### src/rtl/core_io_pkg.sv
package core_io_pkg;

  localparam int XW = 24;   // width of an extension value
  localparam int SPW = 16;  // stack pointer width

  // Port offset within the internal window; order follows the port numbers.
  typedef enum logic [2:0] {
    SL_XD0  = 3'd0,
    SL_XD1  = 3'd1,
    SL_XD2  = 3'd2,
    SL_XD3  = 3'd3,
    SL_JMP  = 3'd4,
    SL_SPL  = 3'd5,
    SL_SPH  = 3'd6,
    SL_STAT = 3'd7
  } slot_e;

  // Place a byte at the top of an extension value.
  function automatic logic [XW-1:0] ext_place(input logic [7:0] b);
    return {b, {(XW-8){1'b0}}};
  endfunction

  // Recover the byte from an extension value.
  function automatic logic [7:0] ext_byte(input logic [XW-1:0] v);
    return v[XW-1 -: 8];
  endfunction

  function automatic logic [SPW-1:0] sp_set_lo(input logic [SPW-1:0] sp,
                                               input logic [7:0] b);
    return {sp[SPW-1:8], b};
  endfunction

  function automatic logic [SPW-1:0] sp_set_hi(input logic [SPW-1:0] sp,
                                               input logic [7:0] b);
    return {b, sp[7:0]};
  endfunction

endpackage

### src/rtl/cio_decode.sv
module cio_decode
  import core_io_pkg::*;
#(
  parameter int PORT_W = 6
) (
  input  logic              clk,
  input  logic              rst_n,
  input  logic [PORT_W-1:0] io_addr,
  input  logic              io_rd,
  input  logic              io_wr,
  output logic              core_hit,
  output slot_e             slot,
  output logic [7:0]        core_wr,
  output logic              ext_req
);

  always_comb begin
    core_hit = &io_addr[PORT_W-1:3];
    slot     = slot_e'(io_addr[2:0]);
    core_wr  = (io_wr && core_hit) ? (8'd1 << io_addr[2:0]) : 8'd0;
    ext_req  = (io_rd || io_wr) && !core_hit;
  end

  p_one_target_r9: assert property (@(posedge clk) disable iff (!rst_n)
    $onehot0(core_wr) && !(ext_req && (core_wr != 8'd0)));

  p_no_ext_for_core_r9: assert property (@(posedge clk) disable iff (!rst_n)
    (io_addr[PORT_W-1:3] == {(PORT_W-3){1'b1}}) |-> !ext_req);

endmodule

### src/rtl/cio_ext_bank.sv
module cio_ext_bank
  import core_io_pkg::*;
#(
  parameter int         NXD   = 4,
  parameter logic [3:0] XD_EN = 4'hF
) (
  input  logic               clk,
  input  logic               rst_n,
  input  logic [NXD:0]       wr_stb,
  input  logic [7:0]         wbyte,
  output logic [(NXD+1)*XW-1:0] vals
);

  localparam int NREG = NXD + 1;

  for (genvar g = 0; g < NREG; g++) begin : g_reg
    localparam bit PRESENT = (g == NXD) ? 1'b1 : XD_EN[g];
    logic [XW-1:0] r;
    wire           take = wr_stb[g] && PRESENT;

    always_ff @(posedge clk or negedge rst_n) begin
      if (!rst_n)    r <= '0;
      else if (take) r <= ext_place(wbyte);
    end

    assign vals[g*XW +: XW] = r;

    if (PRESENT) begin : g_on
      p_load_r2: assert property (@(posedge clk) disable iff (!rst_n)
        wr_stb[g] |=> (ext_byte(r) == $past(wbyte)) && (r[XW-9:0] == '0));
    end else begin : g_off
      p_gated_r3: assert property (@(posedge clk) disable iff (!rst_n)
        wr_stb[g] |=> $stable(r));
    end
  end

endmodule

### src/rtl/cio_sp_stat.sv
module cio_sp_stat
  import core_io_pkg::*;
#(
  parameter bit SP_WIDE = 1'b1
) (
  input  logic           clk,
  input  logic           rst_n,
  input  logic           wr_lo,
  input  logic           wr_hi,
  input  logic           wr_st,
  input  logic [7:0]     wbyte,
  output logic [SPW-1:0] sp,
  output logic [7:0]     sreg
);

  wire hi_take = wr_hi && SP_WIDE;

  always_ff @(posedge clk or negedge rst_n) begin
    if (!rst_n) begin
      sp   <= '0;
      sreg <= '0;
    end else begin
      if (wr_lo)   sp <= sp_set_lo(sp, wbyte);
      if (hi_take) sp <= sp_set_hi(sp, wbyte);
      if (wr_st)   sreg <= wbyte;
    end
  end

  p_lo_keeps_hi_r5: assert property (@(posedge clk) disable iff (!rst_n)
    wr_lo |=> (sp[7:0] == $past(wbyte)) && (sp[15:8] == $past(sp[15:8])));

  p_status_r7: assert property (@(posedge clk) disable iff (!rst_n)
    wr_st |=> sreg == $past(wbyte));

  if (SP_WIDE) begin : g_wide
    p_hi_load_r6: assert property (@(posedge clk) disable iff (!rst_n)
      wr_hi |=> sp[15:8] == $past(wbyte));
  end else begin : g_narrow
    p_hi_ignored_r6: assert property (@(posedge clk) disable iff (!rst_n)
      wr_hi |=> $stable(sp));
  end

endmodule

### src/rtl/cio_rd_mux.sv
module cio_rd_mux
  import core_io_pkg::*;
#(
  parameter int NXD = 4
) (
  input  logic                  core_hit,
  input  slot_e                 slot,
  input  logic [(NXD+1)*XW-1:0] vals,
  input  logic [SPW-1:0]        sp,
  input  logic [7:0]            sreg,
  input  logic [7:0]            ext_rdata,
  input  logic                  ext_ready,
  output logic [7:0]            rdata,
  output logic                  ready
);

  logic [7:0] core_byte;

  always_comb begin
    unique case (slot)
      SL_XD0:  core_byte = ext_byte(vals[0*XW +: XW]);
      SL_XD1:  core_byte = ext_byte(vals[1*XW +: XW]);
      SL_XD2:  core_byte = ext_byte(vals[2*XW +: XW]);
      SL_XD3:  core_byte = ext_byte(vals[3*XW +: XW]);
      SL_JMP:  core_byte = ext_byte(vals[NXD*XW +: XW]);
      SL_SPL:  core_byte = sp[7:0];
      SL_SPH:  core_byte = sp[15:8];
      default: core_byte = sreg;
    endcase
    rdata = core_hit ? core_byte : ext_rdata;
    ready = core_hit ? 1'b1 : ext_ready;
  end

endmodule

### src/rtl/core_io_regfile.sv
module core_io_regfile
  import core_io_pkg::*;
#(
  parameter int          PORT_W  = 6,
  parameter int          WIN_W   = 16,
  parameter int          EA_W    = 16,
  parameter logic [15:0] IO_BASE = 16'h0020,
  parameter logic [3:0]  XD_EN   = 4'hF,
  parameter bit          SP_WIDE = 1'b1
) (
  input  logic              clk,
  input  logic              rst_n,
  input  logic [PORT_W-1:0] io_addr,
  input  logic              io_rd,
  input  logic              io_wr,
  input  logic [WIN_W-1:0]  io_wdata,
  output logic [7:0]        io_rdata,
  output logic              io_ready,
  output logic              ext_req,
  output logic              ext_we,
  output logic [EA_W-1:0]   ext_addr,
  output logic [7:0]        ext_wdata,
  input  logic [7:0]        ext_rdata,
  input  logic              ext_ready,
  output logic [95:0]       dext_o,
  output logic [23:0]       jext_o,
  output logic [15:0]       sp_o,
  output logic [7:0]        sreg_o
);

  localparam int NXD = 4;

  logic                 core_hit;
  slot_e                slot;
  logic [7:0]           core_wr;
  logic [7:0]           wbyte;
  logic [(NXD+1)*XW-1:0] vals;
  wire                  wdata_hi_seen = |io_wdata[WIN_W-1:8];

  assign wbyte = io_wdata[7:0];

  cio_decode #(.PORT_W(PORT_W)) u_dec (
    .clk(clk), .rst_n(rst_n), .io_addr(io_addr), .io_rd(io_rd), .io_wr(io_wr),
    .core_hit(core_hit), .slot(slot), .core_wr(core_wr), .ext_req(ext_req)
  );

  cio_ext_bank #(.NXD(NXD), .XD_EN(XD_EN)) u_bank (
    .clk(clk), .rst_n(rst_n), .wr_stb(core_wr[NXD:0]), .wbyte(wbyte), .vals(vals)
  );

  cio_sp_stat #(.SP_WIDE(SP_WIDE)) u_spst (
    .clk(clk), .rst_n(rst_n),
    .wr_lo(core_wr[SL_SPL]), .wr_hi(core_wr[SL_SPH]), .wr_st(core_wr[SL_STAT]),
    .wbyte(wbyte), .sp(sp_o), .sreg(sreg_o)
  );

  cio_rd_mux #(.NXD(NXD)) u_mux (
    .core_hit(core_hit), .slot(slot), .vals(vals), .sp(sp_o), .sreg(sreg_o),
    .ext_rdata(ext_rdata), .ext_ready(ext_ready), .rdata(io_rdata), .ready(io_ready)
  );

  assign ext_we    = ext_req && io_wr;
  assign ext_addr  = EA_W'(IO_BASE) + EA_W'(io_addr);
  assign ext_wdata = wbyte;
  assign dext_o    = vals[NXD*XW-1:0];
  assign jext_o    = vals[NXD*XW +: XW];

  p_core_read_ready_r10: assert property (@(posedge clk) disable iff (!rst_n)
    (io_rd && core_hit) |-> io_ready);

  p_ext_read_follows_r10: assert property (@(posedge clk) disable iff (!rst_n)
    (io_rd && ext_req) |-> (io_ready == ext_ready) && (io_rdata == ext_rdata));

  p_ext_write_inert_r9: assert property (@(posedge clk) disable iff (!rst_n)
    ext_we |=> $stable(vals) && $stable(sp_o) && $stable(sreg_o));

  p_mask_r8: assert property (@(posedge clk) disable iff (!rst_n)
    (wdata_hi_seen && core_wr[SL_STAT]) |=> sreg_o == $past(io_wdata[7:0]));

endmodule

### config.mk
export PLATFORM = sky130hd
export DESIGN_NAME = core_io_regfile
export DESIGN_NICKNAME = d
export VERILOG_FILES = /design/src/rtl/core_io_pkg.sv /design/src/rtl/cio_decode.sv /design/src/rtl/cio_ext_bank.sv /design/src/rtl/cio_sp_stat.sv /design/src/rtl/cio_rd_mux.sv /design/src/rtl/core_io_regfile.sv
export SDC_FILE = /design/constraint.sdc
export NUM_CORES = 1
export LEC_CHECK = 0
export ABC_CLOCK_PERIOD_IN_PS = 2290
export BUFFER_PORTS_ARGS = -buffer_cell sky130_fd_sc_hd__buf_2
export CORE_ASPECT_RATIO = 2
export CORE_UTILIZATION = 40
export CTS_CLUSTER_DIAMETER = 100
export DETAILED_ROUTE_END_ITERATION = 10
export MAX_ROUTING_LAYER = met4
export PLACE_DENSITY = 0.72
export RECOVER_POWER = 100
export SLEW_MARGIN = 10
export SYNTH_ARGS = -nofsm -noshare
export SYNTH_HDL_FRONTEND = slang
export SYNTH_HIERARCHICAL = 1
export SYNTH_SLANG_ARGS = --single-unit
### constraint.sdc
create_clock -name clk -period 2.29 [get_ports clk]
set_clock_uncertainty 0.1 [all_clocks]
set_input_delay 0.458 -clock clk [delete_from_list [all_inputs] [get_ports clk]]
set_output_delay 0.458 -clock clk [all_outputs]
set_load 0.005 [all_outputs]
==> results_dict.tcl, run 1 <==
set metrics [dict create \
    status "complete, but fails checks" \
    failed_checks "negative setup slack" \
    clkSinkCount 64 \
    worst-path-max-fanout 3 \
    setup_tns_ns -0.0223 \
    io_buffers 116 \
    grt_pass1_wl_um 15500 \
    synth_sequential_area_ratio_pct 38.7 \
    vias 2927 \
    p_leak_nw 2.49 \
    holdWs_ns 0.293 \
    yosysWarnings 6 \
    start_util_pct 41.0 \
    final_area_um2 4880 \
    insertion_delay_ns 0.33 \
    min_period_ns 2.31 \
    core_area_um2 10100 \
    io_pins 214 \
    dp_cells 598 \
    startpoint_type "flip-flop" \
    ys.flop_type "dfrtp_1" \
    layout_common_cells "conb_1, buf_2, dfrtp_1" \
    vias_per_cell 4.74 \
    ff_latch_area_um2 1600 \
    cp.arrival_ns 1.75 \
    layout.nets 512 \
    area_growth_pct 17.9 \
    path_class "reg2out" \
    fin_cells 617 \
    cp-startpoint "u_bank/g_reg[0].r[22]" \
    pre_cts_slack_ns -0.155 \
    cts_tree "built" \
    drc 0 \
    placed_area_um2 4550 \
    rsz0062_at_grt "true" \
    powerDensity_nw_per_um2 705 \
    synth.cell_area_um2 4140 \
    async_flop_share_pct 100 \
    die_height_um 146 \
    detail_route.wl_per_cell_um 16.8 \
    die_area_um2 10800 \
    maxSlewViolCount 0 \
    numCtsBuffers 9 \
    n_antenna_cell 0 \
    hold_violations 0 \
    fillCellCount 954 \
    place_hpwl_um 8200 \
    drive_gt1_share_pct 41.9 \
    worst_slack_ns -0.0223 \
    drtIter0Drc 136 \
    setup-violations-final 1 \
    synth_cell_types 39 \
    wl_um 10300 \
    final_core_util_pct 48.4 \
    critPathRequiredTime_ns 1.73 \
    multiInputGateArea_um2 2010 \
    ant_nets 0 \
    slew_headroom_pct 14.2 \
    post-route-period-util_pct 101 \
    cts_buffer_depth 2 \
    vdd_drop_max_uv 416 \
    synthCells 351 \
    grt_max_degree 31 \
    htreeDepth 3 \
    clock.fmax_mhz 432 \
    dieWidth_um 73.9 \
    tightestPinTransition_ns 1.29 \
    hp-class "in2async" \
    grt_pass1_vias 2732 \
    grt_antenna_before_repair 0 \
    cap_violations 0 \
    place_congestion 0.886 \
    cts_hold_buf 0 \
    rows 52 \
    avgSynthCellArea_um2 11.8 \
    finalPower_mw 3.44 \
    final_common_cell "conb_1" \
    firstDrtPassIters 6 \
    endpoint_kind "output pin" \
    r2r_start "u_spst/sp[6]" \
    clkTransAtPathRegs_ns 0.05 \
    grt_use_total_pct 20.4 \
    grt_overflow_total 0 \
    synth-edff-count 0 \
    ys_ff_latch 64 \
    clockRootBuffer "clkbuf_16" \
]
cells by family (layout without fill, tap and decap cells):
group | after synthesis | count (layout) | share of synthesized area, %
AOI/OAI and AO/OA | 50 | 50 | 8.52
DFF | 64 | 64 | 38.7
muxes | 71 | 71 | 23.8
buffers and inverters | 130 | 174 | 23.1
other | 2 | 89 | 0.181
and+or+nand+nor | 34 | 34 | 5.68
metal layers:
metal / GRT usage (%) / routed length [µm] / up-vias
met2: 35.8 / 5820 / 162
li1: - / - / 1298
met3: 3.60 / 500 / 22
met1: 21.1 / 3630 / 1445
met4: 9.71 / 386 / 0
met5: - / 0 / -
path summary, 6_finish.rpt:
| kind | to | slack (ns) | depth (start not counted) |
|---|---|---|---|
| max | io_rdata[6] | -0.02 | 5 |
| min | u_spst/sreg[3] | 0.29 | 1 |
| min in group clk | u_spst/sreg[1] | 0.42 | 1 |
| max reg2reg | u_spst/sp[6] | 1.19 | 3 |
| min reg2reg | u_spst/sreg[1] | 0.42 | 1 |
| max in group asynchronous | u_bank/g_reg[3].r[19] | 0.45 | 2 |
cells in the mapped netlist, drive strengths merged (5+ instances only):
library cell / number / share of area [%]
dfrtp: 64 / 39
nor2: 8 / 0.79
a21oi: 8 / 0.97
o21ai: 8 / 0.97
o22ai: 8 / 1.2
mux2: 66 / 22
o22a: 5 / 1.1
inv: 9 / 0.82
buf: 120 / 22
a221oi: 15 / 3.2
what timing repair did:
item | 4_1_cts | 5_1_grt
buffers inserted | 1 | 2
pin swaps | 1 | 1
setup endpoints to repair | 8 | 7
hold endpoints to repair | 0 | 0
resized for setup | 11 | 11
power by group:
group / leakage (nW) / switching, mW / internal [mW]
sequential: 0.851 / 0.140 / 1.28
combinational: 1.50 / 0.341 / 0.382
clock: 0.140 / 0.455 / 0.836
worst max-delay path, cell delays in order (launching register included):
cell and delay (ns):
dfrtp_1 0.40, mux4_2 0.49, nor2_2 0.11, a211oi_2 0.05
mux2_4 0.26, buf_6 0.11
state kept, by name (all words and copies together) (netlist names):
| register | cells |
|---|---|
| u_bank/g.r | 40 |
| u_spst/sp | 16 |
| u_spst/sreg | 8 |
final cells by class:
| cell class | count | area share (%) |
|---|---|---|
| Clock inverter | 4 | 0.923 |
| Multi-Input combinational cell | 244 | 41.2 |
| Tap cell | 135 | 3.46 |
| Inverter | 9 | 0.692 |
| Sequential cell | 64 | 32.8 |
| Timing Repair Buffer | 149 | 16.1 |
| Clock buffer | 12 | 4.85 |
Note: power is estimated with default switching activity, not from simulation.
==> run 2, diff against run 1 <==
- ABC_AREA: not set -> 1
- BUFFER_PORTS_ARGS: -buffer_cell sky130_fd_sc_hd__buf_2 -> not set
- DONT_BUFFER_PORTS: not set -> 1
- PLACE_DENSITY: 0.72 -> not set
==> run 2 against run 1 <==
The flow now finishes without violations. Utilization decreased by 9.2 points. Global-route usage up 1.9 points. Via count is 15% higher. First-iteration DRC count grew 35%. Critical path type unchanged. Largest power group unchanged. Highest routed layer unchanged.
==> results_dict.tcl, run 2 <==
set metrics [dict create \
    ys.flop_type "dfrtp_1" \
    insertion_delay_ns 0.33 \
    synthXorXnorAreaFrac_pct 0 \
    use_met1_pct 21.9 \
    synthCells 583 \
    cts_buffer_depth 2 \
    drive_gt1_share_pct 4.80 \
    path_class "reg2out" \
    worst-path-max-fanout 3 \
    synth.cell_area_um2 4310 \
    clockRootBuffer "clkbuf_16" \
    grt_max_degree 65 \
    grt_pass1_vias 3024 \
    vdd_drop_max_uv 495 \
    post_cts_resized 0 \
    dp_cells 682 \
    slowest_delay_ns 0.43 \
    clock.fmax_mhz 500 \
    async_flop_share_pct 100 \
    clkTransAtPathRegs_ns 0.05 \
    setup-violations-final 0 \
    synth_mux_area_share_pct 0 \
    fin_cells 699 \
    synthTopCellsByCount "nand2_1, buf_4, dfrtp_1, nand4_1, nor2_1" \
    place_hpwl_um 8670 \
    r2r_end "u_bank/g_reg[3].r[21]" \
    regMostFlops "u_bank/g.r" \
    startpoint_type "flip-flop" \
    synth_cell_types 20 \
    endpoint_kind "output pin" \
    r2r_slack_ns 1.48 \
    busiest_layer "met2" \
    ys_ff_latch 64 \
    synth_compound_area_share_pct 1.05 \
    hold_path_end "u_bank/g_reg[0].r[17]" \
    setup_tns_ns 0 \
    cap_violations 0 \
    slew_headroom_pct 43.4 \
    htreeDepth 3 \
    place_congestion 0.945 \
    path_cells "nand4_1 -> nand2_1 -> nor2_1 -> nand2_1 -> nand2_1 -> nand2_1" \
    slowest_stage "dfrtp_1" \
    ff_latch_area_um2 1600 \
    hold_violations 0 \
    dieWidth_um 75.4 \
    critPathRequiredTime_ns 1.73 \
    p_leak_nw 2.35 \
    layout.nets 593 \
    clkSinkCount 64 \
    numCtsBuffers 9 \
    die_area_um2 11200 \
    cp.arrival_ns 1.44 \
    synthAdderAreaFrac_pct 0 \
    reg_top3 "u_bank/g.r (40), u_spst/sp (16), u_spst/sreg (8)" \
    drc 0 \
    largest_reg_flops 40 \
    r2r_start "u_bank/g_reg[3].r[21]" \
    synth_sequential_area_ratio_pct 37.2 \
    synth_top_area_share_pct 37.2 \
    fillCellCount 1142 \
    synth_top_area_cell "dfrtp_1" \
    grt_antenna_before_repair 0 \
    grt_overflow_total 0 \
    ant_nets 0 \
    synth-edff-count 0 \
    holdWs_ns 0.143 \
    layout_common_cells "nand2_1, conb_1, dfrtp_1" \
    synth.area.top_cells "dfrtp_1, nand2_1, buf_4, nand4_1, nand3_1" \
    use_met2_pct 36.2 \
    wl_um 11600 \
    area_growth_pct -4.59 \
    synth-simple-area-share_pct 35.3 \
    rows 53 \
    io_pins 214 \
    grt_use_total_pct 22.4 \
    cpMostUsedCell "nand2_1" \
    detail_route.wl_per_cell_um 16.6 \
    min-delay-start "io_wdata[1]" \
    vias 3363 \
    powerDensity_nw_per_um2 776 \
    met3_usage_pct 7.25 \
    core_area_um2 10500 \
    io_buffers 0 \
    drtIter0Drc 184 \
    hp-class "in2reg" \
    n_antenna_cell 0 \
    start_util_pct 41.1 \
    hold_depth 2 \
    synth.most_common_cell "nand2_1" \
    synth_top_family_by_area "simple AND/OR/NAND/NOR gates" \
    status "finished clean" \
    maxSlewViolCount 0 \
    worstRegToRegCells 2 \
    cts_tree "built" \
    yosysWarnings 6 \
    post-route-period-util_pct 87.3 \
    rsz0062_at_grt "false" \
    vias_per_cell 4.81 \
    final_common_cell "nand2_1" \
    avgSynthCellArea_um2 7.38 \
    firstDrtPassIters 5 \
    grt_pass1_wl_um 17200 \
    tightestPinTransition_ns 0.850 \
    multiInputGateArea_um2 1880 \
    min_period_ns 2.00 \
    die_height_um 149 \
]
==> run 2: changes by cell type after synthesis, moves of 7 or more <==
cell and change:
a21oi_1 -8, nand4_1 +40, nand3_1 +27, o22ai_1 -8
mux2_2 -18, inv_2 +8, nand2_1 +231, a221oi_1 -15
mux2_4 -48, nor2_1 +33, inv_1 +7
==> run 2: per-layer routing <==
layer	part of all wire [%]	wire length (µm)
met3	8.0	928
met5	0	0
met1	33	3780
met4	5.2	606
met2	54	6260
==> run 2: cells by family after synthesis <==
| family | after synthesis |
|---|---|
| buffers and inverters | 157 |
| other | 2 |
| AND/OR/NAND/NOR | 351 |
| flip-flops | 64 |
| AO/OA/AOI/OAI | 9 |
==> run 2: worst max path at each step <==
stage                                from           to  slack (ns)  cells after the start
global placement               io_addr[2]  io_rdata[7]        0.35                      7
finish              u_bank/g_reg[3].r[16]  io_rdata[0]        0.29                      6
CTS                            io_addr[2]  io_rdata[3]        0.32                      7
detailed placement             io_addr[2]  io_rdata[3]        0.31                      7
global route                   io_addr[2]  io_rdata[2]        0.18                      7
floorplan                      io_addr[1]  io_rdata[5]        0.47                     10
==> run 2: power by group <==
group | leakage [nW] | internal (mW) | switching, mW
clock network | 0.154 | 0.920 | 0.463
registers | 0.832 | 1.29 | 0.209
logic | 1.36 | 0.0984 | 0.211
total | 2.35 | 2.31 | 0.882
==> run 2: per-stage QoR <==
| stage | util [%] | power, mW | worst slack (ns) | instance area, µm² |
|---|---|---|---|---|
| floorplan | - | 1.84 | 0.470 | 4630 |
| global placement | 36.5 | 1.79 | 0.351 | 3820 |
| detailed placement | 36.5 | 1.81 | 0.315 | 3820 |
| CTS | 39.8 | 3.22 | 0.315 | 4170 |
| global route | 39.2 | 3.35 | 0.181 | 4110 |
| finish | 39.2 | 3.19 | 0.291 | 4110 |
==> run 2: final cells by class <==
| cell class | count | share of cell area [%] |
|---|---|---|
| clock buffers | 12 | 6.49 |
| clock inverters | 3 | 0.975 |
| inverters | 25 | 2.47 |
| multi-input cells | 449 | 45.7 |
| flip-flops and latches | 64 | 39.0 |
| well taps | 137 | 4.17 |
| repair buffers | 9 | 1.25 |
==> run 2: timing repair <==
action	in CTS	in global routing
buffers inserted	0	0
endpoints found under the hold margin	64	0
hold buffers	2	0
==> run 2: critical path, delay by kind of cell, from the launching register on <==
kind / cells / cell delay (ns)
DFF: 1 / 0.43
and+or+nand+nor: 6 / 0.68
